$ cat src/rtl/pic_pkg.sv
package pic_pkg;
  localparam int NSRC   = 11;
  localparam int IDX_W  = 4;
  localparam int NEXT   = 6;
  localparam int NINT   = 5;
  localparam int NSEL   = 3;
  localparam int NFLAG  = 3;
  localparam int PIN_FLAG0 = 3;
  localparam int PIN_EDGE  = 5;

  // source index served by each external pin (pins 0..2 selectable, 3..4 level, 5 edge)
  localparam int EXT_SRC [NEXT] = '{1, 8, 9, 2, 3, 6};
  // source index served by each internal line (tx, rx, byte dma, timer, power-down)
  localparam int INT_SRC [NINT] = '{4, 5, 7, 10, 0};
endpackage

$ cat src/rtl/pic_pin_sync.sv
module pic_pin_sync #(
  parameter int STAGES = 2
) (
  input  logic clk,
  input  logic rst_n,
  input  logic pin_n,
  output logic active,
  output logic fall
);
  logic [STAGES-1:0] sh_q;
  logic [STAGES-1:0] sh_d;

  always_comb begin
    sh_d = {sh_q[STAGES-2:0], pin_n};
  end

  always_ff @(posedge clk or negedge rst_n) begin
    if (!rst_n) sh_q <= '1;
    else        sh_q <= sh_d;
  end

  assign active = ~sh_q[STAGES-1];
  assign fall   = sh_q[STAGES-1] & ~sh_q[STAGES-2];
endmodule

$ cat src/rtl/pic_pend.sv
module pic_pend #(
  parameter int N = 11
) (
  input  logic         clk,
  input  logic         rst_n,
  input  logic [N-1:0] set,
  input  logic [N-1:0] clr,
  output logic [N-1:0] pend_q
);
  logic [N-1:0] pend_d;

  // a new event in the acknowledge cycle is kept, never lost
  always_comb begin
    pend_d = (pend_q & ~clr) | set;
  end

  always_ff @(posedge clk or negedge rst_n) begin
    if (!rst_n) pend_q <= '0;
    else        pend_q <= pend_d;
  end
endmodule

$ cat src/rtl/pic_arb.sv
module pic_arb #(
  parameter int             N        = 11,
  parameter int             IDX_W    = 4,
  parameter int             VEC_W    = 14,
  parameter logic [VEC_W-1:0] VEC_BASE = 14'h0040
) (
  input  logic             clk,
  input  logic             rst_n,
  input  logic [N-1:0]     elig,
  output logic             req_o,
  output logic [IDX_W-1:0] req_idx,
  output logic [VEC_W-1:0] req_vec
);
  logic             req_d;
  logic [IDX_W-1:0] idx_d;
  logic [VEC_W-1:0] vec_d;

  always_comb begin
    req_d = 1'b0;
    idx_d = '0;
    for (int i = N - 1; i >= 0; i--) begin
      if (elig[i]) begin
        req_d = 1'b1;
        idx_d = IDX_W'(i);
      end
    end
    vec_d = VEC_BASE + (VEC_W'(idx_d) << 2);
  end

  always_ff @(posedge clk or negedge rst_n) begin
    if (!rst_n) begin
      req_o   <= 1'b0;
      req_idx <= '0;
      req_vec <= '0;
    end else begin
      req_o   <= req_d;
      req_idx <= idx_d;
      req_vec <= req_d ? vec_d : '0;
    end
  end
endmodule

$ cat src/rtl/pic_top.sv
module pic_top
  import pic_pkg::*;
#(
  parameter int               VEC_W       = 14,
  parameter logic [VEC_W-1:0] VEC_BASE    = 14'h0040,
  parameter int               SYNC_STAGES = 2
) (
  input  logic             clk,
  input  logic             rst_n,
  input  logic [NEXT-1:0]  ext_pin_n,
  input  logic [NFLAG-1:0] flag_drive,
  input  logic [NFLAG-1:0] flag_val,
  input  logic [NSEL-1:0]  sens_edge,
  input  logic [NINT-1:0]  int_req,
  input  logic [NSRC-1:0]  soft_set,
  input  logic [NSRC-1:0]  irq_mask,
  input  logic             glob_en,
  input  logic             ack,
  input  logic [IDX_W-1:0] ack_idx,
  output logic             req_o,
  output logic [IDX_W-1:0] req_idx,
  output logic [VEC_W-1:0] req_vec
);
  logic [NEXT-1:0] pin_eff;
  logic [NEXT-1:0] pin_act;
  logic [NEXT-1:0] pin_fall;
  logic [NSRC-1:0] lvl_now;
  logic [NSRC-1:0] set_vec;
  logic [NSRC-1:0] clr_vec;
  logic [NSRC-1:0] pend_q;
  logic [NSRC-1:0] live;
  logic [NSRC-1:0] gate;
  logic [NSRC-1:0] elig;

  // pins 3..5 double as flag outputs; a driven flag replaces the outside level
  for (genvar p = 0; p < NEXT; p++) begin : g_pin
    if (p >= PIN_FLAG0) begin : g_flag
      assign pin_eff[p] = flag_drive[p-PIN_FLAG0] ? flag_val[p-PIN_FLAG0] : ext_pin_n[p];
    end else begin : g_plain
      assign pin_eff[p] = ext_pin_n[p];
    end
    pic_pin_sync #(.STAGES(SYNC_STAGES)) u_sync (
      .clk    (clk),
      .rst_n  (rst_n),
      .pin_n  (pin_eff[p]),
      .active (pin_act[p]),
      .fall   (pin_fall[p])
    );
  end

  always_comb begin
    lvl_now = '0;
    set_vec = soft_set;
    for (int p = 0; p < NSEL; p++) begin
      if (sens_edge[p]) set_vec[EXT_SRC[p]] = set_vec[EXT_SRC[p]] | pin_fall[p];
      else              lvl_now[EXT_SRC[p]] = pin_act[p];
    end
    for (int p = NSEL; p < PIN_EDGE; p++) begin
      lvl_now[EXT_SRC[p]] = pin_act[p];
    end
    set_vec[EXT_SRC[PIN_EDGE]] = set_vec[EXT_SRC[PIN_EDGE]] | pin_fall[PIN_EDGE];
    for (int i = 0; i < NINT; i++) begin
      set_vec[INT_SRC[i]] = set_vec[INT_SRC[i]] | int_req[i];
    end
  end

  always_comb begin
    for (int i = 0; i < NSRC; i++) begin
      clr_vec[i] = ack && (ack_idx == IDX_W'(i));
      gate[i]    = (i == 0) ? 1'b1 : (irq_mask[i] & glob_en);
    end
    live = (pend_q & ~clr_vec) | lvl_now;
    elig = live & gate;
  end

  pic_pend #(.N(NSRC)) u_pend (
    .clk    (clk),
    .rst_n  (rst_n),
    .set    (set_vec),
    .clr    (clr_vec),
    .pend_q (pend_q)
  );

  pic_arb #(
    .N        (NSRC),
    .IDX_W    (IDX_W),
    .VEC_W    (VEC_W),
    .VEC_BASE (VEC_BASE)
  ) u_arb (
    .clk     (clk),
    .rst_n   (rst_n),
    .elig    (elig),
    .req_o   (req_o),
    .req_idx (req_idx),
    .req_vec (req_vec)
  );
endmodule

$ cat config.mk
export PLATFORM = sky130hd
export DESIGN_NAME = pic_top
export DESIGN_NICKNAME = d
export VERILOG_FILES = /design/src/rtl/pic_pkg.sv /design/src/rtl/pic_pin_sync.sv /design/src/rtl/pic_pend.sv /design/src/rtl/pic_arb.sv /design/src/rtl/pic_top.sv
export SDC_FILE = /design/constraint.sdc
export NUM_CORES = 1
export LEC_CHECK = 0
export BUFFER_PORTS_ARGS = -buffer_cell sky130_fd_sc_hd__clkbuf_2
export CAP_MARGIN = 20
export CORE_MARGIN = 5
export CORE_UTILIZATION = 30
export CTS_CLUSTER_DIAMETER = 100
export DETAILED_ROUTE_END_ITERATION = 16
export PLACE_DENSITY = 0.55
export SLEW_MARGIN = 0
export SYNTH_ARGS = -nofsm -noshare
export SYNTH_HDL_FRONTEND = slang
export SYNTH_SLANG_ARGS = --single-unit
$ cat constraint.sdc
create_clock -name clk -period 1.8 [get_ports clk]
set_input_delay 0.18 -clock clk [delete_from_list [all_inputs] [get_ports clk]]
set_output_delay 0.18 -clock clk [all_outputs]
set_load 0.02 [all_outputs]
# Yosys cells after proc, flatten, opt, wreduce, memory -nomap -nowiden
# Index checks and enable logic that the tools add are counted.
[totals] reg_bits=42 inputBits=50 output_inout_bits=19 word_cells=102
[op_classes] add_sub_neg=1 eq_ne=10 n_mux=32 n_bitwise=37 reduce_logical=12
[op_table] op="$mux 4" n=11
[op_table] op="$and 11x11->11" n=2
[op_table] op="$mux 1" n=20
[op_table] op="$eq 4x3->1 const B" n=4
[op_table] op="$and 1x1->1" n=14
[op_table] op="$mux 14" n=1
[op_table] op="$eq 4x4->1 const B" n=3
[op_table] op="$logic_and 1x1->1" n=11
[op_table] op="$not 11->11" n=1
[op_table] op="$or 11x10->11" n=1
[op_table] op="$or 11x11->11" n=1
[op_table] op="$not 1->1" n=9
[op_table] op="$or 1x1->1" n=9
[op_table] op="$add 7x6->8 const A" n=1
[op_table] op="$eq 4x2->1 const B" n=2
[op_table] op="$eq 4x1->1 const B" n=1
[op_table] op="$logic_not 4->1" n=1

# Logic depth before layout (Yosys ltp)
# Gate-level depths: netlist (run 1).
[depth] depth_word=19 ltp_mapped=6 ltp_nobuf=5

# Cells and area by module
# A second synthesis (run 1) with hierarchy kept.
[unflattened] hier_cells=160 area_unflattened_um2=1627.8
[by_module_without_submodules] mod="pic_arb" n_inst=1 cells_per_inst=43 area_per_inst_um2=444.2 seq_area_each_um2=225.2
[by_module_without_submodules] mod="pic_pin_sync" n_inst=6 cells_per_inst=4 area_per_inst_um2=70.1 seq_area_each_um2=52.6
[by_module_without_submodules] mod="pic_pend" n_inst=1 cells_per_inst=33 area_per_inst_um2=399.1 seq_area_each_um2=275.3
[by_module_without_submodules] mod="pic_top" n_inst=1 cells_per_inst=60 area_per_inst_um2=364.1 seq_area_each_um2=0.0

# Worst setup path after synthesis (run 1)
# No wires, ideal clock.
[synth_timing] kind="register to register" from="reg g_pin[0].u_sync.sh_q[1]" to="reg u_arb.req_idx[3]" setup_ps=88 arrival_ps=1412 t_required_ps=1712 setup_slack_ps=299 path_stages_with_launch=6 path_buffers=0 period_less_slack_ps=1501 cell_sequence="dfstp_2 -> nor2_1 -> or3_4 -> a21oi_4 -> nor3b_4 -> nor3b_1"
[synth_via] elab_chain_cells=6
[synth_rtl] element="start, declared" line="pic_pin_sync.sv:10" text="logic [STAGES-1:0] sh_q;"
[synth_rtl] element="start signal, assigned" line="pic_pin_sync.sv:18" text="if (!rst_n) sh_q <= '1;"
[synth_rtl] element="start signal, assigned" line="pic_pin_sync.sv:19" text="else sh_q <= sh_d;"
[synth_rtl] element="$not 1->1" line="pic_pin_sync.sv:22" text="assign active = ~sh_q[STAGES-1];"
[synth_rtl] element="$mux 1" line="pic_top.sv:55" text="if (sens_edge[p]) set_vec[EXT_SRC[p]] = set_vec[EXT_SRC[p]] | pin_fall[p];"
[synth_rtl] element="$or 11x10->11" line="pic_top.sv:72" text="live = (pend_q & ~clr_vec) | lvl_now;"
[synth_rtl] element="$and 11x11->11" line="pic_top.sv:73" text="elig = live & gate;"
[synth_rtl] element="$mux 4 (2 in series)" line="pic_arb.sv:22" text="if (elig[i]) begin"
[synth_rtl] element="via u_arb.idx_d[3]" line="pic_arb.sv:15" text="logic [IDX_W-1:0] idx_d;"
[synth_rtl] element="end signal, assigned" line="pic_arb.sv:37" text="req_idx <= idx_d;"
[synth_rtl] element="end, declared" line="pic_arb.sv:11" text="output logic [IDX_W-1:0] req_idx,"
# The timed path passes the listed nets, and every way through them passes these cells.

# Worst setup path in the final report (run 1)
# Same ends and word-level chain as after synthesis.

==> results of run 1 <==
-- stage by stage --
stage                     utilization [%]  cells  hold slack, ns
final                                40.9    271          0.0805
after detailed placement             38.1    259           0.270
after CTS                            40.8    271          0.0786
after floorplan                         -    145          -0.116
after global placement               38.1    259           0.267
after global routing                 40.9    271          0.0845
-- timing repair --
action	in CTS	in global routing
endpoints found under the setup margin	0	1
buffers inserted	0	0
hold endpoints to repair	23	0
hold buffers	4	0
resized for setup	0	1
-- cell usage in the layout (no fill, tap or decap), types with 3 or more instances in the layout --
cell type | netlist | final
sky130_fd_sc_hd__inv_1 | 4 | 4
sky130_fd_sc_hd__dlygate4sd3_1 | 0 | 4
sky130_fd_sc_hd__dfstp_2 | 12 | 12
sky130_fd_sc_hd__mux2_2 | 3 | 3
sky130_fd_sc_hd__a31oi_1 | 3 | 3
sky130_fd_sc_hd__clkbuf_2 | 0 | 58
sky130_fd_sc_hd__o31ai_1 | 4 | 4
sky130_fd_sc_hd__nand2_1 | 13 | 13
sky130_fd_sc_hd__clkbuf_8 | 0 | 6
sky130_fd_sc_hd__nor2_1 | 7 | 7
sky130_fd_sc_hd__a21oi_1 | 3 | 3
sky130_fd_sc_hd__dfrtp_1 | 20 | 20
sky130_fd_sc_hd__o21ai_0 | 14 | 14
sky130_fd_sc_hd__conb_1 | 1 | 9
sky130_fd_sc_hd__o211a_1 | 3 | 3
-- state kept, by name, summed over array words and instances, names as in the netlist --
register,flops
g_pin.u_sync.sh_q,12
u_arb.req_idx,4
u_arb.req_vec,5
u_pend.pend_q,11
-- final timing paths --
path / endpoint / from
setup reg to reg: u_arb.req_idx[3]$_DFF_PN0_ / g_pin[0].u_sync.sh_q[1]$_DFF_PN1_
min in group asynchronous: u_pend.pend_q[0]$_DFF_PN0_ / rst_n
hold / removal: u_pend.pend_q[8]$_DFF_PN0_ / soft_set[8]
setup / recovery: u_arb.req_idx[3]$_DFF_PN0_ / g_pin[0].u_sync.sh_q[1]$_DFF_PN1_
max in group asynchronous: u_pend.pend_q[5]$_DFF_PN0_ / rst_n
hold reg to reg: g_pin[3].u_sync.sh_q[1]$_DFF_PN1_ / g_pin[3].u_sync.sh_q[0]$_DFF_PN1_
-- worst register-to-register path, cell delays in order (launching register included) --
cell and delay, ns:
sky130_fd_sc_hd__dfstp_2 0.53, sky130_fd_sc_hd__nor2_1 0.05, sky130_fd_sc_hd__or3_4 0.34, sky130_fd_sc_hd__a21oi_4 0.15
sky130_fd_sc_hd__nor3b_4 0.25, sky130_fd_sc_hd__nor3b_1 0.22
-- area by class of cell --
cell class,count,share of cell area [%]
inverters,4,0.762
repair buffers,64,17.5
multi-input cells,96,31.5
clock buffers,8,4.57
well taps,67,4.25
flip-flops and latches,32,41.4
-- cells by family after synthesis --
group	count (synthesis)	share of synthesized area, %
multiplexers	3	2.23
AO/OA/AOI/OAI	40	18.3
buffers and inverters	17	7.44
AND/OR/NAND/NOR	44	17.9
flip-flops	32	53.9
other	1	0.248
-- power breakdown --
group / total [mW] / internal (mW) / switching, mW
Combinational: 0.195 / 0.0845 / 0.111
Sequential: 0.765 / 0.756 / 0.00924
Clock: 0.547 / 0.311 / 0.236
-- metal layers --
layer / share of wire (%) / vias up / track usage, %
li1: - / 606 / -
met1: 45 / 562 / 14.6
met2: 45 / 49 / 17.7
met3: 8.9 / 4 / 4.21
met4: 1.1 / 0 / 4.05
met5: 0 / - / 0
==> results_tabular.tex, run 1 <==
\begin{tabular}{lr}
\hline
Metric & Value \\
\hline
\multicolumn{2}{l}{\textbf{Setup path}} \\
\quad Crit-path leading delay family & simple AND/OR/NAND/NOR gates \\
\quad Arrival @ worst endpoint & 1.81 ns \\
\quad Number of gates on the worst path with buffers counted & 5 \\
\quad Buffer and inverter count on the worst path & 0 \\
\quad CP max-delay cell & sky130\_fd\_sc\_hd\_\_dfstp\_2 \\
\quad Series of cell instances along the critical path & nor2\_1 -> or3\_4 -> a21oi\_4 -> nor3b\_4 -> nor3b\_1 \\
\quad Crit Path Category & reg2reg \\
\quad R2R depth & 5 \\
\quad R2R Setup Slk & approximately 0.18 ns \\
\quad Required arrival time at the worst endpoint & about 2.0 ns \\
\quad Crit. End Element & register \\
\quad Peak fanout along the critical path & 5 \\
\quad Delay contributed by the slowest stage of the critical path & about 0.53 ns \\
\quad Crit path launch type & register \\
\multicolumn{2}{l}{\textbf{Die}} \\
\quad Number of placed I/O pins & about 70 \\
\quad Chip width & 81.0 um \\
\quad Placement Rows & 25 \\
\quad CORE AREA & about 4800 um\^{}2 \\
\quad Initial standard-cell utilization of the core & 31.4\% \\
\quad Floorplan die area & 6570 um\^{}2 \\
\quad Die span in y & around 80 um \\
\multicolumn{2}{l}{\textbf{Clock network}} \\
\quad Number of levels the H-tree was split into & 2 \\
\quad Clock input transition at the sequential cells of the worst setup and hold paths & about 0.060 ns \\
\quad TritonCTS buffer count & 5 \\
\quad Deepest clock path buffer count & 2 \\
\quad Clock tree from TritonCTS & done \\
\quad Clk sinks & 32 \\
\quad Clock latency on the worst-skew pair & between 0.2 and 0.3 ns \\
\quad Cell at the root of the clock tree & sky130\_fd\_sc\_hd\_\_clkbuf\_8 \\
\multicolumn{2}{l}{\textbf{Timing}} \\
\quad Number of endpoints failing setup at the final stage & 0 \\
\quad Final hold violation count & 0 \\
\quad Final Cycle Share & between 90\% and 100\% \\
\quad Final Slew Violations & 0 \\
\quad Clock Skews & $\sim$0.0035 ns \\
\quad Total Neg Setup Slack & 0 ns \\
\quad Achievable frequency & 616 MHz \\
\quad Max-slew headroom & between 40\% and 50\% \\
\quad RSZ-0062 raised after global routing & false \\
\quad Final setup margin & 0.177 ns \\
\quad Transition time at the pin with the least slew margin & around 0.77 ns \\
\quad Final critical path time including I/O delays and setup & about 1.6 ns \\
\multicolumn{2}{l}{\textbf{Cells and area}} \\
\quad Sequential cell area & just over 800 um\^{}2 \\
\quad Post-layout net count & $\sim$250 \\
\quad Proportion of layout cells with a drive suffix above 1 & 43.6\% \\
\quad Multi-input gate area & 621 um\^{}2 \\
\quad Count of fill cells added during filler insertion & 502 \\
\quad Final Instance Area & between 1500 and 2000 um\^{}2 \\
\quad Antenna diode count & 0 \\
\quad Area overhead of the layout relative to synthesis & 30.2\% \\
\multicolumn{2}{l}{\textbf{Synth}} \\
\quad Proportion of netlist area held by the largest area contributor & about a third \\
\quad Mapped Avg Cell Area & 11.1 um\^{}2 \\
\quad Count of flip-flops with a built-in enable after synthesis & 0 \\
\quad Ys Warns & 0 \\
\quad Post-synth cell types & 41 \\
\quad Sequential cell area fraction in the yosys report & between 50\% and 60\% \\
\quad Largest cells by area after synthesis & sky130\_fd\_sc\_hd\_\_dfrtp\_1 33\%, sky130\_fd\_sc\_hd\_\_dfstp\_2 21\%, sky130\_fd\_sc\_hd\_\_buf\_4 5.5\% \\
\quad Synth area leader & sky130\_fd\_sc\_hd\_\_dfrtp\_1 \\
\quad Post-synthesis cell count & about 140 \\
\quad Number of synthesized register bits & 32 \\
\quad Cell types with the highest counts after synthesis & 20 x sky130\_fd\_sc\_hd\_\_dfrtp\_1, 14 x sky130\_fd\_sc\_hd\_\_o21ai\_0, 13 x sky130\_fd\_sc\_hd\_\_nand2\_1 \\
\quad Proportion of synthesized flip-flops having asynchronous set or reset & 100\% \\
\quad Post-synthesis instance area & 1510 um\^{}2 \\
\quad Commonest register cell after synthesis & sky130\_fd\_sc\_hd\_\_dfrtp\_1 \\
\quad Dominant cell by count in the synthesized netlist & sky130\_fd\_sc\_hd\_\_dfrtp\_1 \\
\multicolumn{2}{l}{\textbf{Power}} \\
\quad P\_leak & roughly 0.9 nW \\
\quad Design Power & $\sim$1.5 mW \\
\quad Worst ir drop on vdd & approximately 0.00046 V \\
\quad Pwr Density & roughly 760 nW/um\^{}2 \\
\multicolumn{2}{l}{\textbf{Min path}} \\
\quad Min-Delay Path Depth & 3 \\
\quad Path class of the lowest-slack min-delay path & in2reg \\
\multicolumn{2}{l}{\textbf{Drt}} \\
\quad Post-detailed-route DRC marker count & 0 \\
\quad DR vias/cell & 4.51 \\
\quad Starting DRC count in detailed routing & 35 \\
\quad Via count & between 1000 and 1500 \\
\quad Wirelength per Cell & about 12 um \\
\quad Length of the first detailed-routing pass in iterations & 4 \\
\quad Number of antenna-violating nets in the routed design & 0 \\
\quad Detailed-route wire length & 3380 um \\
\multicolumn{2}{l}{\textbf{Global route}} \\
\quad All-Layer GR Usage & 11.4\% \\
\quad Global route total overflow & 0 \\
\quad First-pass GRT wire length & between 5000 and 6000 um \\
\quad Number of antenna violations at the first check in global routing & 0 \\
\quad Pin count of the biggest net entering global routing & 33 \\
\quad Number of global-route vias before repair & 1293 \\
\multicolumn{2}{l}{\textbf{Placed design}} \\
\quad HPWL reported at the end of detailed placement & $\sim$2700 um \\
\quad Instance area after placement & 1840 um\^{}2 \\
\quad Routability congestion estimate & roughly 0.84 \\
\quad PortBufs & between 50 and 60 \\
\quad Worst slack at placement & around 0.11 ns \\
\multicolumn{2}{l}{\textbf{Status}} \\
\quad Result of the run & finished, final reports clean \\
\multicolumn{2}{l}{\textbf{Job}} \\
\quad MaxCap Viol Count & 0 \\
\hline
\end{tabular}
Note: power is estimated with default switching activity, not from simulation.
==> run 2: changes to the inputs <==
--- a/config.mk
+++ b/config.mk
@@ -5,13 +5,14 @@
 export SDC_FILE = /design/constraint.sdc
 export NUM_CORES = 1
 export LEC_CHECK = 0
+export ABC_AREA = 1
 export BUFFER_PORTS_ARGS = -buffer_cell sky130_fd_sc_hd__clkbuf_2
 export CAP_MARGIN = 20
 export CORE_MARGIN = 5
 export CORE_UTILIZATION = 30
 export CTS_CLUSTER_DIAMETER = 100
 export DETAILED_ROUTE_END_ITERATION = 16
-export PLACE_DENSITY = 0.55
+export PLACE_DENSITY = 0.56
 export SLEW_MARGIN = 0
 export SYNTH_ARGS = -nofsm -noshare
 export SYNTH_HDL_FRONTEND = slang
==> results_tabular.tex, run 2 <==
\begin{tabular}{lr}
\hline
Metric & Value \\
\hline
\multicolumn{2}{l}{\textbf{Timing}} \\
\quad Total Neg Setup Slack & 0 ns (unchanged) \\
\quad Number of endpoints failing setup at the final stage & 0 (unchanged) \\
\quad Final setup margin & 0.402 ns (was 0.177 ns) \\
\quad Final hold violation count & 0 (unchanged) \\
\quad Max-slew headroom & 48.1\% (was 48.8\%) \\
\quad Final Cycle Share & 77.6\% (was 90.2\%) \\
\quad Clock Skews & 0.00367 ns (was 0.00351 ns) \\
\quad Achievable frequency & 716 MHz (was 616 MHz) \\
\quad Final Slew Violations & 0 (unchanged) \\
\quad RSZ-0062 raised after global routing & false (unchanged) \\
\quad Transition time at the pin with the least slew margin & 0.778 ns (was 0.768 ns) \\
\quad Final critical path time including I/O delays and setup & 1.40 ns (was 1.62 ns) \\
\multicolumn{2}{l}{\textbf{Setup path}} \\
\quad Crit. End Element & register (unchanged) \\
\quad R2R Setup Slk & 0.40 ns (was 0.18 ns) \\
\quad Crit. Startpoint & g\_pin[2].u\_sync.sh\_q[1]\$\_DFF\_PN1\_ (was g\_pin[0].u\_sync.sh\_q[1]\$\_DFF\_PN1\_) \\
\quad Series of cell instances along the critical path & or2\_2 -> a21oi\_2 -> nand2\_1 -> nand2\_1 -> nand2\_1 -> nand2\_1 -> nand2\_1 -> nand2\_1 -> nand2\_1 -> a21oi\_1 (was nor2\_1 -> or3\_4 -> a21oi\_4 -> nor3b\_4 -> nor3b\_1) \\
\quad R2R depth & 10 (was 5) \\
\quad Worst r2r dst & u\_arb.req\_vec[2]\$\_DFF\_PN0\_ (was u\_arb.req\_idx[3]\$\_DFF\_PN0\_) \\
\quad Termination of the worst setup path & u\_arb.req\_vec[2]\$\_DFF\_PN0\_ (was u\_arb.req\_idx[3]\$\_DFF\_PN0\_) \\
\quad CP max-delay cell & sky130\_fd\_sc\_hd\_\_dfstp\_2 (unchanged) \\
\quad Crit-path leading delay family & simple AND/OR/NAND/NOR gates (unchanged) \\
\quad Required arrival time at the worst endpoint & 2.01 ns (was 1.99 ns) \\
\quad Worst R2R Start & g\_pin[2].u\_sync.sh\_q[1]\$\_DFF\_PN1\_ (was g\_pin[0].u\_sync.sh\_q[1]\$\_DFF\_PN1\_) \\
\quad Crit Path Category & reg2reg (unchanged) \\
\quad Most common cell on crit path & sky130\_fd\_sc\_hd\_\_nand2\_1 \\
\quad Number of gates on the worst path with buffers counted & 10 (was 5) \\
\quad Peak fanout along the critical path & 2 (was 5) \\
\quad Arrival @ worst endpoint & 1.61 ns (was 1.81 ns) \\
\quad Delay contributed by the slowest stage of the critical path & 0.37 ns (was 0.53 ns) \\
\quad Buffer and inverter count on the worst path & 0 (unchanged) \\
\quad Crit path launch type & register (unchanged) \\
\multicolumn{2}{l}{\textbf{Cells and area}} \\
\quad Final Instance Area & 1960 um\^{}2 (was 1970 um\^{}2) \\
\quad Final std cells w/o fill & 287 (was 271) \\
\quad Largest registers in the final layout & g\_pin.u\_sync.sh\_q: 12 flops, u\_pend.pend\_q: 11 flops, u\_arb.req\_vec: 5 flops (unchanged) \\
\quad Commonest non-fill, non-tap cell in the layout & sky130\_fd\_sc\_hd\_\_clkbuf\_2 (unchanged) \\
\quad Proportion of layout cells with a drive suffix above 1 & 46.8\% (was 43.6\%) \\
\quad Antenna diode count & 0 (unchanged) \\
\quad Max reg flops & 12 (unchanged) \\
\quad Most frequent cells in the layout & 58 x sky130\_fd\_sc\_hd\_\_clkbuf\_2, 28 x sky130\_fd\_sc\_hd\_\_nand2\_1, 20 x sky130\_fd\_sc\_hd\_\_dfrtp\_1 (was 58 x sky130\_fd\_sc\_hd\_\_clkbuf\_2, 20 x sky130\_fd\_sc\_hd\_\_dfrtp\_1, 14 x sky130\_fd\_sc\_hd\_\_o21ai\_0) \\
\quad Post-layout net count & 269 (was 253) \\
\quad Reg with most FFs & g\_pin.u\_sync.sh\_q (unchanged) \\
\quad Area overhead of the layout relative to synthesis & 33.1\% (was 30.2\%) \\
\multicolumn{2}{l}{\textbf{Synth}} \\
\quad Proportion of synthesized flip-flops having asynchronous set or reset & 100\% (unchanged) \\
\quad Ys Warns & 0 (unchanged) \\
\quad Cell types with the highest counts after synthesis & 28 x sky130\_fd\_sc\_hd\_\_nand2\_1, 20 x sky130\_fd\_sc\_hd\_\_dfrtp\_1, 16 x sky130\_fd\_sc\_hd\_\_inv\_1 (was 20 x sky130\_fd\_sc\_hd\_\_dfrtp\_1, 14 x sky130\_fd\_sc\_hd\_\_o21ai\_0, 13 x sky130\_fd\_sc\_hd\_\_nand2\_1) \\
\quad Commonest register cell after synthesis & sky130\_fd\_sc\_hd\_\_dfrtp\_1 (unchanged) \\
\quad Dominant cell by count in the synthesized netlist & sky130\_fd\_sc\_hd\_\_nand2\_1 (was sky130\_fd\_sc\_hd\_\_dfrtp\_1) \\
\quad Post-synthesis cell count & 153 (was 137) \\
\quad Sequential cell area fraction in the yosys report & 55.3\% (was 53.9\%) \\
\quad Post-synthesis instance area & 1480 um\^{}2 (was 1510 um\^{}2) \\
\quad Number of synthesized register bits & 32 (unchanged) \\
\quad Post-synth cell types & 31 (was 41) \\
\quad Proportion of netlist area held by the largest area contributor & 33.9\% (was 33.1\%) \\
\quad Count of flip-flops with a built-in enable after synthesis & 0 (unchanged) \\
\quad Synth area leader & sky130\_fd\_sc\_hd\_\_dfrtp\_1 (unchanged) \\
\quad Mapped Avg Cell Area & 9.64 um\^{}2 (was 11.1 um\^{}2) \\
\quad Largest cells by area after synthesis & sky130\_fd\_sc\_hd\_\_dfrtp\_1 34\%, sky130\_fd\_sc\_hd\_\_dfstp\_2 21\%, sky130\_fd\_sc\_hd\_\_nand2\_1 7.1\% (was sky130\_fd\_sc\_hd\_\_dfrtp\_1 33\%, sky130\_fd\_sc\_hd\_\_dfstp\_2 21\%, sky130\_fd\_sc\_hd\_\_buf\_4 5.5\%) \\
\multicolumn{2}{l}{\textbf{Die}} \\
\quad Die span in y & 80.1 um (was 81.0 um) \\
\quad Number of placed I/O pins & 69 (unchanged) \\
\quad Chip width & 80.1 um (was 81.0 um) \\
\quad Initial standard-cell utilization of the core & 31.0\% (was 31.4\%) \\
\quad CORE AREA & 4750 um\^{}2 (was 4820 um\^{}2) \\
\quad Placement Rows & 25 (unchanged) \\
\quad Floorplan die area & 6420 um\^{}2 (was 6570 um\^{}2) \\
\multicolumn{2}{l}{\textbf{Placed design}} \\
\quad Cell count after placement & 275 (was 259) \\
\quad Instance area after placement & 1800 um\^{}2 (was 1840 um\^{}2) \\
\quad Worst slack at placement & 0.382 ns (was 0.109 ns) \\
\quad Routability congestion estimate & 0.775 (was 0.844) \\
\quad HPWL reported at the end of detailed placement & 2540 um (was 2720 um) \\
\quad PortBufs & 58 (unchanged) \\
\multicolumn{2}{l}{\textbf{Global route}} \\
\quad Global route total overflow & 0 (unchanged) \\
\quad First-pass GRT wire length & 4880 um (was 5670 um) \\
\quad All-Layer GR Usage & 10.2\% (was 11.4\%) \\
\quad Number of global-route vias before repair & 1149 (was 1293) \\
\quad Number of antenna violations at the first check in global routing & 0 (unchanged) \\
\quad Pin count of the biggest net entering global routing & 33 (unchanged) \\
\multicolumn{2}{l}{\textbf{Power}} \\
\quad Design Power & 1.70 mW (was 1.51 mW) \\
\quad P\_leak & 0.977 nW (was 0.898 nW) \\
\quad Pwr Density & 867 nW/um\^{}2 (was 765 nW/um\^{}2) \\
\quad Worst ir drop on vdd & 0.000297 V (was 0.000462 V) \\
\multicolumn{2}{l}{\textbf{Status}} \\
\quad Result of the run & finished, final reports clean (unchanged) \\
\multicolumn{2}{l}{\textbf{Drt}} \\
\quad Via count & 1161 (was 1221) \\
\quad DR vias/cell & 4.05 (was 4.51) \\
\quad Starting DRC count in detailed routing & 15 (was 35) \\
\quad Wirelength per Cell & 10.8 um (was 12.5 um) \\
\quad Post-detailed-route DRC marker count & 0 (unchanged) \\
\quad Length of the first detailed-routing pass in iterations & 2 (was 4) \\
\quad Number of antenna-violating nets in the routed design & 0 (unchanged) \\
\quad Detailed-route wire length & 3090 um (was 3380 um) \\
\multicolumn{2}{l}{\textbf{Clock network}} \\
\quad Clock latency on the worst-skew pair & 0.28 ns (about the same) \\
\quad Deepest clock path buffer count & 2 (unchanged) \\
\quad Number of levels the H-tree was split into & 2 (unchanged) \\
\quad Count of hold-fix buffers inserted at cts & 4 (unchanged) \\
\quad Clock tree from TritonCTS & done (unchanged) \\
\quad Cell at the root of the clock tree & sky130\_fd\_sc\_hd\_\_clkbuf\_8 (unchanged) \\
\quad Post-CTS Resized & 0 (unchanged) \\
\quad Number of setup buffers added after CTS & 0 (unchanged) \\
\quad Clock input transition at the sequential cells of the worst setup and hold paths & 0.07 ns (was 0.06 ns) \\
\quad TritonCTS buffer count & 5 (unchanged) \\
\quad Clk sinks & 32 (unchanged) \\
\multicolumn{2}{l}{\textbf{Min path}} \\
\quad Path class of the lowest-slack min-delay path & in2reg (unchanged) \\
\multicolumn{2}{l}{\textbf{Job}} \\
\quad MaxCap Viol Count & 0 (unchanged) \\
\hline
\end{tabular}
-- run 2: changes by cell type after synthesis, moves of 4 or more --
cell and delta:
sky130_fd_sc_hd__inv_1 +12, sky130_fd_sc_hd__o21ai_1 +4, sky130_fd_sc_hd__nor2_1 +7, sky130_fd_sc_hd__inv_2 +6
sky130_fd_sc_hd__nand2_1 +15, sky130_fd_sc_hd__nand3_2 +6, sky130_fd_sc_hd__o21ai_0 -11
-- run 2: how the worst min path moves through the flow --
| stage | startpoint | endpoint | slack (ns) | cells past startpoint |
|---|---|---|---|---|
| final | soft_set[2] | u_pend.pend_q[2]$_DFF_PN0_ | 0.08 | 3 |
| after global routing | int_req[2] | u_pend.pend_q[7]$_DFF_PN0_ | 0.08 | 2 |
| after detailed placement | ext_pin_n[2] | g_pin[2].u_sync.sh_q[0]$_DFF_PN1_ | 0.27 | 1 |
| after CTS | soft_set[2] | u_pend.pend_q[2]$_DFF_PN0_ | 0.07 | 3 |
| after floorplan | rst_n | u_arb.req_idx[0]$_DFF_PN0_ | -0.12 | 0 |
| after global placement | ext_pin_n[0] | g_pin[0].u_sync.sh_q[0]$_DFF_PN1_ | 0.27 | 1 |
-- run 2: logic make-up (layout without fill, tap and decap cells) --
family	count (synthesis)	count (layout)	synth area share (%)
mux	3	3	2.29
compound gates	20	20	8.74
simple gates	64	64	22.2
flops	32	32	55.3
buf+inv	33	92	11.2
other cells	1	9	0.254
-- run 2: per-stage QoR --
step                      utilization, %  hold WS [ns]
after detailed placement            37.8         0.270
after CTS                           41.3        0.0736
final                               41.3        0.0792
after global routing                41.3        0.0839
after global placement              37.8         0.269
after floorplan                        -        -0.116
-- run 2: power breakdown --
group / switching, mW / internal (mW) / total (mW) / leakage, nW
sequential: 0.00692 / 0.755 / 0.762 / 0.344
clock: 0.260 / 0.488 / 0.748 / 0.0645
combinational: 0.113 / 0.0784 / 0.192 / 0.569
-- run 2: layout make-up --
cell class,instances,area (um^2)
Inverter,22,82.6
Tap cell,67,83.8
Timing Repair Buffer,62,330
Clock buffer,7,96.3
Sequential cell,32,816
Fill cell,531,2790
Multi-Input combinational cell,96,524
Clock inverter,1,30.0
-- run 2: metal layers --
| metal | up-vias | wire length [um] | track usage (%) |
|---|---|---|---|
| met5 | - | 0 | 0 |
| met4 | 0 | 48 | 4.56 |
| met3 | 7 | 223 | 3.36 |
| met2 | 38 | 1630 | 18.0 |
| met1 | 518 | 1190 | 10.9 |
| li1 | 598 | - | - |
-- run 2: tightest hold or removal path, stage by stage --
cell and delay [ns]:
sky130_fd_sc_hd__clkbuf_2 0.08, sky130_fd_sc_hd__inv_1 0.03, sky130_fd_sc_hd__nand2_1 0.05
==> run 3: changes to the inputs <==
==> constraint.sdc (replaced) <==
create_clock -name clk -period 1.4 [get_ports clk]
set_input_delay 0.14 -clock clk [delete_from_list [all_inputs] [get_ports clk]]
set_output_delay 0.14 -clock clk [all_outputs]
set_load 0.02 [all_outputs]
==> results_tabular.tex, run 3 (synthesis gave the netlist of run 2 again) <==
\begin{tabular}{lr}
\hline
Metric & Value \\
\hline
\multicolumn{2}{l}{\textbf{Drt}} \\
\quad Starting DRC count in detailed routing & 19 (was 15) \\
\quad Wirelength per Cell & 10.9 um (was 10.8 um) \\
\quad Via count & 1162 (was 1161) \\
\quad Post-detailed-route DRC marker count & 0 (unchanged) \\
\quad Number of antenna-violating nets in the routed design & 0 (unchanged) \\
\quad DR vias/cell & 4.01 (was 4.05) \\
\quad Detailed-route wire length & 3160 um (was 3090 um) \\
\quad Length of the first detailed-routing pass in iterations & 4 (was 2) \\
\multicolumn{2}{l}{\textbf{Min path}} \\
\quad Hold Crit Start & soft\_set[2] (unchanged) \\
\quad Path class of the lowest-slack min-delay path & in2reg (unchanged) \\
\multicolumn{2}{l}{\textbf{Setup path}} \\
\quad Most common cell on crit path & sky130\_fd\_sc\_hd\_\_nand2\_1 (unchanged) \\
\quad Buffer and inverter count on the worst path & 0 (unchanged) \\
\quad Series of cell instances along the critical path & or2\_4 -> a21oi\_4 -> nand2\_1 -> nand2\_1 -> nand2\_1 -> nand2\_1 -> nand2\_1 -> nand2\_1 -> nand2\_2 -> a21oi\_1 (was or2\_2 -> a21oi\_2 -> nand2\_1 -> nand2\_1 -> nand2\_1 -> nand2\_1 -> nand2\_1 -> nand2\_1 -> nand2\_1 -> a21oi\_1) \\
\quad Worst R2R Start & g\_pin[2].u\_sync.sh\_q[1]\$\_DFF\_PN1\_ (unchanged) \\
\quad Crit. Startpoint & g\_pin[2].u\_sync.sh\_q[1]\$\_DFF\_PN1\_ (unchanged) \\
\quad Crit-path leading delay family & simple AND/OR/NAND/NOR gates (unchanged) \\
\quad Crit Path Category & reg2reg (unchanged) \\
\quad CP max-delay cell & sky130\_fd\_sc\_hd\_\_dfstp\_2 (unchanged) \\
\quad Arrival @ worst endpoint & 1.53 ns (was 1.61 ns) \\
\quad Delay contributed by the slowest stage of the critical path & 0.37 ns (about the same) \\
\quad Crit path launch type & register (unchanged) \\
\quad Required arrival time at the worst endpoint & 1.60 ns (was 2.01 ns) \\
\quad Peak fanout along the critical path & 2 (unchanged) \\
\quad Crit. End Element & register (unchanged) \\
\multicolumn{2}{l}{\textbf{Global route}} \\
\quad All-Layer GR Usage & 10.4\% (was 10.2\%) \\
\quad Number of antenna violations at the first check in global routing & 0 (unchanged) \\
\quad Pin count of the biggest net entering global routing & 33 (unchanged) \\
\quad Global route total overflow & 0 (unchanged) \\
\quad First-pass GRT wire length & 5040 um (was 4880 um) \\
\quad Number of global-route vias before repair & 1183 (was 1149) \\
\multicolumn{2}{l}{\textbf{Timing}} \\
\quad Final critical path time including I/O delays and setup & 1.33 ns (was 1.40 ns) \\
\quad Achievable frequency & 753 MHz (was 716 MHz) \\
\quad Final Cycle Share & 94.8\% (was 77.6\%) \\
\quad Final hold violation count & 0 (unchanged) \\
\quad RSZ-0062 raised after global routing & true (was false) \\
\quad Final Slew Violations & 0 (unchanged) \\
\quad Final setup margin & 0.0722 ns (was 0.402 ns) \\
\quad Number of endpoints failing setup at the final stage & 0 (unchanged) \\
\quad Clock Skews & 0.00583 ns (was 0.00367 ns) \\
\multicolumn{2}{l}{\textbf{Clock network}} \\
\quad Number of levels the H-tree was split into & 2 (unchanged) \\
\quad Clock latency on the worst-skew pair & 0.28 ns (about the same) \\
\quad Clock input transition at the sequential cells of the worst setup and hold paths & 0.06 ns (was 0.07 ns) \\
\quad Clock tree from TritonCTS & done (unchanged) \\
\quad TritonCTS buffer count & 5 (unchanged) \\
\quad Number of setup buffers added after CTS & 0 (unchanged) \\
\quad Clk sinks & 32 (unchanged) \\
\quad Deepest clock path buffer count & 2 (unchanged) \\
\quad Cell at the root of the clock tree & sky130\_fd\_sc\_hd\_\_clkbuf\_8 (unchanged) \\
\multicolumn{2}{l}{\textbf{Power}} \\
\quad Worst ir drop on vdd & 0.000559 V (was 0.000297 V) \\
\quad P\_leak & 0.984 nW (was 0.977 nW) \\
\quad Pwr Density & 1050 nW/um\^{}2 (was 867 nW/um\^{}2) \\
\quad Design Power & 2.09 mW (was 1.70 mW) \\
\multicolumn{2}{l}{\textbf{Status}} \\
\quad Result of the run & finished, final reports clean (unchanged) \\
\multicolumn{2}{l}{\textbf{Cells and area}} \\
\quad Reg with most FFs & g\_pin.u\_sync.sh\_q (unchanged) \\
\quad Post-layout net count & 272 (was 269) \\
\quad Proportion of layout cells with a drive suffix above 1 & 48.9\% (was 46.8\%) \\
\quad Area overhead of the layout relative to synthesis & 34.8\% (was 33.1\%) \\
\quad Commonest non-fill, non-tap cell in the layout & sky130\_fd\_sc\_hd\_\_clkbuf\_2 (unchanged) \\
\quad Largest registers in the final layout & g\_pin.u\_sync.sh\_q: 12 flops, u\_pend.pend\_q: 11 flops, u\_arb.req\_vec: 5 flops (unchanged) \\
\quad Antenna diode count & 0 (unchanged) \\
\quad Count of fill cells added during filler insertion & 523 (was 531) \\
\quad Most frequent cells in the layout & 58 x sky130\_fd\_sc\_hd\_\_clkbuf\_2, 27 x sky130\_fd\_sc\_hd\_\_nand2\_1, 20 x sky130\_fd\_sc\_hd\_\_dfrtp\_1 (was 58 x sky130\_fd\_sc\_hd\_\_clkbuf\_2, 28 x sky130\_fd\_sc\_hd\_\_nand2\_1, 20 x sky130\_fd\_sc\_hd\_\_dfrtp\_1) \\
\quad Max reg flops & 12 (unchanged) \\
\multicolumn{2}{l}{\textbf{Placed design}} \\
\quad Worst slack at placement & 0.000575 ns (was 0.382 ns) \\
\quad HPWL reported at the end of detailed placement & 2600 um (was 2540 um) \\
\quad PortBufs & 58 (unchanged) \\
\quad Routability congestion estimate & 0.765 (was 0.775) \\
\multicolumn{2}{l}{\textbf{Die}} \\
\quad Die span in y & 80.1 um (unchanged) \\
\quad Chip width & 80.1 um (unchanged) \\
\quad CORE AREA & 4750 um\^{}2 (unchanged) \\
\quad Floorplan die area & 6420 um\^{}2 (unchanged) \\
\quad Number of placed I/O pins & 69 (unchanged) \\
\quad Placement Rows & 25 (unchanged) \\
\quad Initial standard-cell utilization of the core & 31.0\% (unchanged) \\
\multicolumn{2}{l}{\textbf{Job}} \\
\quad MaxCap Viol Count & 0 (unchanged) \\
\hline
\end{tabular}
run 3: repair_timing:
action	4_1_cts	5_1_grt
pin swaps	3	4
resized for setup	1	5
hold endpoints to repair	23	0
endpoints found under the setup margin	2	3
hold buffers	4	0
run 3: metal layers:
layer	up-vias	GRT usage [%]	share of wire, %
met5	-	0	0
met1	515	11.3	36
met3	5	3.92	8.2
met2	38	18.0	55
met4	0	4.56	1.0
li1	604	-	-
run 3: power breakdown:
group / internal [mW] / switching, mW / total (mW)
clock: 0.527 / 0.321 / 0.848
combinational: 0.109 / 0.152 / 0.260
sequential: 0.971 / 0.00932 / 0.980
total: 1.61 / 0.482 / 2.09
run 3: final timing paths:
check | cells after the start | slack (ns) | end
max | 10 | 0.07 | u_arb.req_idx[0]$_DFF_PN0_
min | 3 | 0.04 | u_pend.pend_q[2]$_DFF_PN0_
max reg2reg | 10 | 0.07 | u_arb.req_idx[0]$_DFF_PN0_
min reg2reg | 0 | 0.36 | g_pin[4].u_sync.sh_q[1]$_DFF_PN1_
max in group asynchronous | 3 | 0.67 | g_pin[1].u_sync.sh_q[1]$_DFF_PN1_
min in group asynchronous | 3 | 0.41 | u_pend.pend_q[5]$_DFF_PN0_
run 3: worst register-to-register path: stages (launching register included):
cell                      delay, ns
sky130_fd_sc_hd__dfstp_2       0.37
sky130_fd_sc_hd__or2_4         0.23
sky130_fd_sc_hd__a21oi_4       0.16
sky130_fd_sc_hd__nand2_1       0.06
sky130_fd_sc_hd__nand2_1       0.06
sky130_fd_sc_hd__nand2_1       0.05
sky130_fd_sc_hd__nand2_1       0.05
sky130_fd_sc_hd__nand2_1       0.05
sky130_fd_sc_hd__nand2_1       0.06
sky130_fd_sc_hd__nand2_2       0.06
sky130_fd_sc_hd__a21oi_1       0.12
run 3: final cells by class:
class                   instances  area, um^2  area share (%)
clock buffers                   6        72.6            3.65
clock inverters                 2        35.0            1.76
inverters                      22        82.6            4.15
multi-input cells              96         546            27.4
flip-flops and latches         32         816            41.0
well taps                      67        83.8            4.22
repair buffers                 65         353            17.7
run 3: through the flow:
stage / cell area, um^2 / TNS, ns / hold WS (ns) / cells / util, %
2_1_floorplan: 1510 / 0 / -0.156 / 161 / -
3_3_place_gp: 1820 / 0 / 0.184 / 278 / 38.3
3_5_place_dp: 1820 / 0 / 0.186 / 278 / 38.3
4_1_cts: 1970 / 0 / 0.0304 / 290 / 41.4
5_1_grt: 1990 / -0.0844 / 0.0391 / 290 / 41.8
6_report: 1990 / 0 / 0.0427 / 290 / 41.8
